## config.mk

```make
export PLATFORM = sky130hd
export DESIGN_NAME = irq_dest_match
export DESIGN_NICKNAME = d
export VERILOG_FILES = /design/src/rtl/irq_dest_match_pkg.sv /design/src/rtl/dm_phys_cmp.sv /design/src/rtl/dm_log_cmp.sv /design/src/rtl/dm_route.sv /design/src/rtl/irq_dest_match.sv
export SDC_FILE = /design/constraint.sdc
export NUM_CORES = 1
export LEC_CHECK = 0
export ABC_AREA = 1
export BUFFER_PORTS_ARGS = -buffer_cell sky130_fd_sc_hd__buf_2
export CORE_MARGIN = 2
export CORE_UTILIZATION = 34
export CTS_BUF_LIST = sky130_fd_sc_hd__clkbuf_4 sky130_fd_sc_hd__clkbuf_8
export CTS_CLUSTER_SIZE = 25
export DETAILED_ROUTE_END_ITERATION = 10
export GPL_ROUTABILITY_DRIVEN = 0
export PLACE_DENSITY_LB_ADDON = 0.1
export SLEW_MARGIN = 20
export SYNTH_ARGS = -nofsm -noshare
export SYNTH_HDL_FRONTEND = slang
export SYNTH_SLANG_ARGS = --single-unit
```

## constraint.sdc

```tcl
create_clock -name clk -period 1.6 [get_ports clk]
set_input_delay 0.32 -clock clk [delete_from_list [all_inputs] [get_ports clk]]
set_output_delay 0.32 -clock clk [all_outputs]
set_load 0.02 [all_outputs]
```

## src/rtl/irq_dest_match_pkg.sv

```systemverilog
package irq_dest_match_pkg;

    typedef enum logic [1:0] {
        SH_NONE     = 2'b00,
        SH_SELF     = 2'b01,
        SH_ALL_INCL = 2'b10,
        SH_RSVD     = 2'b11
    } shorthand_e;

    typedef struct packed {
        logic valid;
        logic accept;
    } verdict_t;

endpackage

```

## src/rtl/dm_phys_cmp.sv

```systemverilog
module dm_phys_cmp #(
    parameter int PHYS_W = 32,
    parameter int LEG_W  = 8
) (
    input  logic [PHYS_W-1:0] dest,
    input  logic [PHYS_W-1:0] own_id,
    input  logic              ext_mode,
    output logic              hit
);
    localparam int LEG_LSB = PHYS_W - LEG_W;

    logic leg_hit;
    logic ext_hit;

    // Legacy form: low byte of the destination against the top byte of the ID.
    generate
        if (LEG_W == PHYS_W) begin : g_same_width
            assign leg_hit = (dest == own_id) || (&dest);
        end else begin : g_narrow
            logic [LEG_W-1:0] dest_leg;
            logic [LEG_W-1:0] id_leg;
            assign dest_leg = dest[LEG_W-1:0];
            assign id_leg   = own_id[PHYS_W-1:LEG_LSB];
            assign leg_hit  = (dest_leg == id_leg) || (&dest_leg);
        end
    endgenerate

    assign ext_hit = (dest == own_id) || (&dest);
    assign hit     = ext_mode ? ext_hit : leg_hit;

endmodule

```

## src/rtl/dm_log_cmp.sv

```systemverilog
module dm_log_cmp #(
    parameter int REG_W = 32,
    parameter int LID_W = 8,
    parameter int CL_W  = 4
) (
    input  logic [LID_W-1:0] dest,
    input  logic [REG_W-1:0] lid_reg,
    input  logic             cluster,
    output logic             hit
);
    localparam int LID_LSB = REG_W - LID_W;
    localparam int MEM_W   = LID_W - CL_W;

    logic [LID_W-1:0]   lid;
    logic [LID_LSB-1:0] unused_low;
    logic [LID_W-1:0]   overlap;
    logic               bcast;
    logic               flat_hit;
    logic               clus_hit;

    assign lid        = lid_reg[REG_W-1:LID_LSB];
    assign unused_low = lid_reg[LID_LSB-1:0];

    generate
        for (genvar b = 0; b < LID_W; b++) begin : g_bit
            assign overlap[b] = dest[b] & lid[b];
        end
    endgenerate

    assign bcast    = &dest;
    assign flat_hit = |overlap;
    assign clus_hit = (dest[LID_W-1:MEM_W] == lid[LID_W-1:MEM_W]) &&
                      (|overlap[MEM_W-1:0]);
    assign hit      = bcast || (cluster ? clus_hit : flat_hit);

endmodule

```

## src/rtl/dm_route.sv

```systemverilog
module dm_route
    import irq_dest_match_pkg::*;
(
    input  shorthand_e sh,
    input  logic       from_self,
    input  logic       logical,
    input  logic       phys_hit,
    input  logic       log_hit,
    output logic       accept
);
    always_comb begin
        unique case (sh)
            SH_SELF:     accept = from_self;
            SH_ALL_INCL: accept = 1'b1;
            SH_RSVD:     accept = 1'b0;
            default:     accept = logical ? log_hit : phys_hit;
        endcase
    end
endmodule

```

## src/rtl/irq_dest_match.sv

```systemverilog
module irq_dest_match
    import irq_dest_match_pkg::*;
#(
    parameter int PHYS_W = 32,
    parameter int LEG_W  = 8,
    parameter int CL_W   = 4
) (
    input  logic              clk,
    input  logic              rst_n,
    input  logic              in_valid,
    input  logic [PHYS_W-1:0] in_dest,
    input  logic              in_logical,
    input  logic [1:0]        in_shorthand,
    input  logic              in_from_self,
    input  logic              cfg_ext_mode,
    input  logic [PHYS_W-1:0] cfg_phys_id,
    input  logic [PHYS_W-1:0] cfg_logical_reg,
    input  logic              cfg_cluster,
    output logic              out_valid,
    output logic              out_accept
);
    localparam int LEG_LSB = PHYS_W - LEG_W;

    verdict_t   st_d;
    verdict_t   st_q;
    shorthand_e sh;
    logic       phys_hit;
    logic       log_hit;
    logic       route_acc;

    assign sh = shorthand_e'(in_shorthand);

    dm_phys_cmp #(.PHYS_W(PHYS_W), .LEG_W(LEG_W)) i_phys (
        .dest     (in_dest),
        .own_id   (cfg_phys_id),
        .ext_mode (cfg_ext_mode),
        .hit      (phys_hit)
    );

    dm_log_cmp #(.REG_W(PHYS_W), .LID_W(LEG_W), .CL_W(CL_W)) i_log (
        .dest    (in_dest[LEG_W-1:0]),
        .lid_reg (cfg_logical_reg),
        .cluster (cfg_cluster),
        .hit     (log_hit)
    );

    dm_route i_route (
        .sh        (sh),
        .from_self (in_from_self),
        .logical   (in_logical),
        .phys_hit  (phys_hit),
        .log_hit   (log_hit),
        .accept    (route_acc)
    );

    always_comb begin
        st_d        = st_q;
        st_d.valid  = in_valid;
        st_d.accept = in_valid & route_acc;
    end

    always_ff @(posedge clk) begin
        if (!rst_n) st_q <= '0;
        else        st_q <= st_d;
    end

    assign out_valid  = st_q.valid;
    assign out_accept = st_q.accept;

    // Assertions next to the verdict register
    p_idle_quiet_r1: assert property (@(posedge clk) disable iff (!rst_n)
        !in_valid |=> (!out_valid && !out_accept));

    p_self_only_r2: assert property (@(posedge clk) disable iff (!rst_n)
        (in_valid && in_shorthand == 2'b01 && !in_from_self) |=> !out_accept);

    p_all_incl_r3: assert property (@(posedge clk) disable iff (!rst_n)
        (in_valid && in_shorthand == 2'b10) |=> (out_valid && out_accept));

    p_rsvd_never_r4: assert property (@(posedge clk) disable iff (!rst_n)
        (in_valid && in_shorthand == 2'b11) |=> !out_accept);

    p_leg_bcast_r6: assert property (@(posedge clk) disable iff (!rst_n)
        (in_valid && in_shorthand == 2'b00 && !in_logical && !cfg_ext_mode &&
         (&in_dest[LEG_W-1:0])) |=> out_accept);

    p_leg_match_r5: assert property (@(posedge clk) disable iff (!rst_n)
        (in_valid && in_shorthand == 2'b00 && !in_logical && !cfg_ext_mode &&
         in_dest[LEG_W-1:0] == cfg_phys_id[PHYS_W-1:LEG_LSB]) |=> out_accept);

    p_ext_bcast_r7: assert property (@(posedge clk) disable iff (!rst_n)
        (in_valid && in_shorthand == 2'b00 && !in_logical && cfg_ext_mode &&
         (&in_dest)) |=> out_accept);

    p_log_bcast_r10: assert property (@(posedge clk) disable iff (!rst_n)
        (in_valid && in_shorthand == 2'b00 && in_logical &&
         (&in_dest[LEG_W-1:0])) |=> out_accept);

endmodule

```

==> results.cfg <==
[outcome]
status = finished clean

[sta]
worstMarginPinSlew_ps = 255
rsz0062_at_grt = no
slew-limit-headroom = 0.829
fin_crit_ps = 1250
final.setup.tns_ps = 0
post-route-period-util = 0.782
setup_violations = 0
hold_viol_final = 0
maxClockFrequency_mhz = 800
finalMaxSlewViolations = 0

[setup_path]
cp_max_fo = 5
critPathCaptureType = flip-flop
worst_path_dominant_cell_family = simple AND/OR/NAND/NOR gates
startpoint_type = input port
cp_slowest_cell = ha_1
critPathArrivalTime_ps = 1410
required_ps = 1760
max_stage_delay_ps = 290
crit_chain = buf_2, ha_1, nor4_1, o21ai_0, o2111ai_1, nand2_1, a21oi_2
worstSetupPathType = in -> reg
cp_num_buf_inv = 1

[floorplan]
die_w_microns = 54.5
dieArea_sq_um = 2970
fp.dieH_microns = 54.5
core_area_sq_um = 2450
io_pins = 107
row_count = 18
initial_core_util = 0.353

[cells_and_area]
syn2layout_area_growth_pct = 54.3
antenna_cells = 0
layout_commonest_cell = buf_2
nNetsFinal = 358
final_cell_area_sq_um = 1340
drive_gt1_frac = 0.356
final_cell_mix = buf_2 (82), nand2_1 (65), xnor2_1 (27)

[route]
dr.first_iter.drc_count = 6
viasPerCell = 4.28
drc = 0
antenna_left = 0
vias = 1185
routedWlPerCell_microns = 8.57
routed_wl_mm = 2.37
wl_met3_microns = 218
dr.max_layer_used = met3
wl_met2_mm = 1.11
wl_met1_mm = 1.04
dr.pass1.iters = 4

[job]
maxCapViolations = 0

[logic_synthesis]
ys_types = 16
netlist_area_sq_um = 867
synth_warnings = 0
syn_nets = 271
synthCells = 162
syn_avg_cell_area_sq_um = 5.35
ys_seq_area_frac = 0.0462
synth_seq_cells = 2

[clocking]
cts_sinks = 2
cts_buffer_depth = 2
cts-root-buf = clkbuf_4
post_cts.repair.setup_buffers = 0
cts_tree = done
cts-hold-fix-buffers = 0
cts_max_level = 1
cts-resized-gates = 0
cts_buffers = 3
clk_pin_slew_ps = 30

[global_routing]
antenna_found_initial = 0
grt_pass1_wl_mm = 3.72
first_global_vias = 1028
grt_max_degree = 6
overflow = 0
track_usage = 0.168

[power_and_ir_drop]
power_leakage_nw = 0.762
vdd_drop_max_mv = 0.273
power_density_nw_per_um2 = 339

[place]
port_buffers = 82
place_area_sq_um = 1320
hpwl_mm = 2.21

[min_path]
hp-class = in -> reg
[worst paths after layout]
check                  start                     to  cells past startpoint  slack (ps)
setup / recovery  in_dest[5]  out_accept$_SDFF_PN0_                      7         350
hold / removal      in_valid   out_valid$_SDFF_PN0_                      3         310
[routing by layer]
layer,track usage,vias to the layer above
met1,0.200,467
li1,-,673
met4,0.0250,0
met2,0.315,45
met3,0.0273,0
met5,0,-
[area by class of cell]
class	count	area, sq um
Fill cell	283	1120
Multi-Input combinational cell	137	741
Timing Repair Buffer	82	410
Inverter	23	86.3
Sequential cell	2	40.0
Tap cell	30	37.5
Clock buffer	3	22.5
[cells by family after synthesis]
family	count (synthesis)	synth area share
buffers and inverters	23	0.0996
and+or+nand+nor	101	0.486
DFF	2	0.0462
AOI/OAI and AO/OA	5	0.0375
xor gates and xnor gates	27	0.273
adders and majority gates	4	0.0577
[state kept, by name, indices dropped and copies added (netlist names)]
name        flops
out_accept      1
out_valid       1
[power breakdown]
group          internal (mW)  switching (mW)
Sequential            0.0529        0.000507
Combinational          0.157           0.134
Clock                 0.0825          0.0260
[synthesized netlist by cell type, drive strengths merged]
library cell	instances	share of area
nor2	16	0.069
nand3	4	0.023
xnor2	27	0.27
or2	3	0.022
nor3	2	0.012
nor4	2	0.014
o21ai	2	0.012
a21oi	2	0.016
inv	23	0.10
ha	4	0.058
nand4	9	0.065
nand2	65	0.28
o2111ai	1	0.010
dfxtp	2	0.046
[through the flow]
step,hold slack (ps),cells,utilization,total power [mW],setup WS [ps]
after floorplan,432,162,-,0.198,374
after global placement,526,274,0.536,0.348,143
after detailed placement,527,274,0.536,0.349,106
after CTS,301,277,0.545,0.462,342
after global routing,305,277,0.545,0.518,231
final,313,277,0.545,0.453,349
No activity file was read; power rests on OpenSTA's default activity.
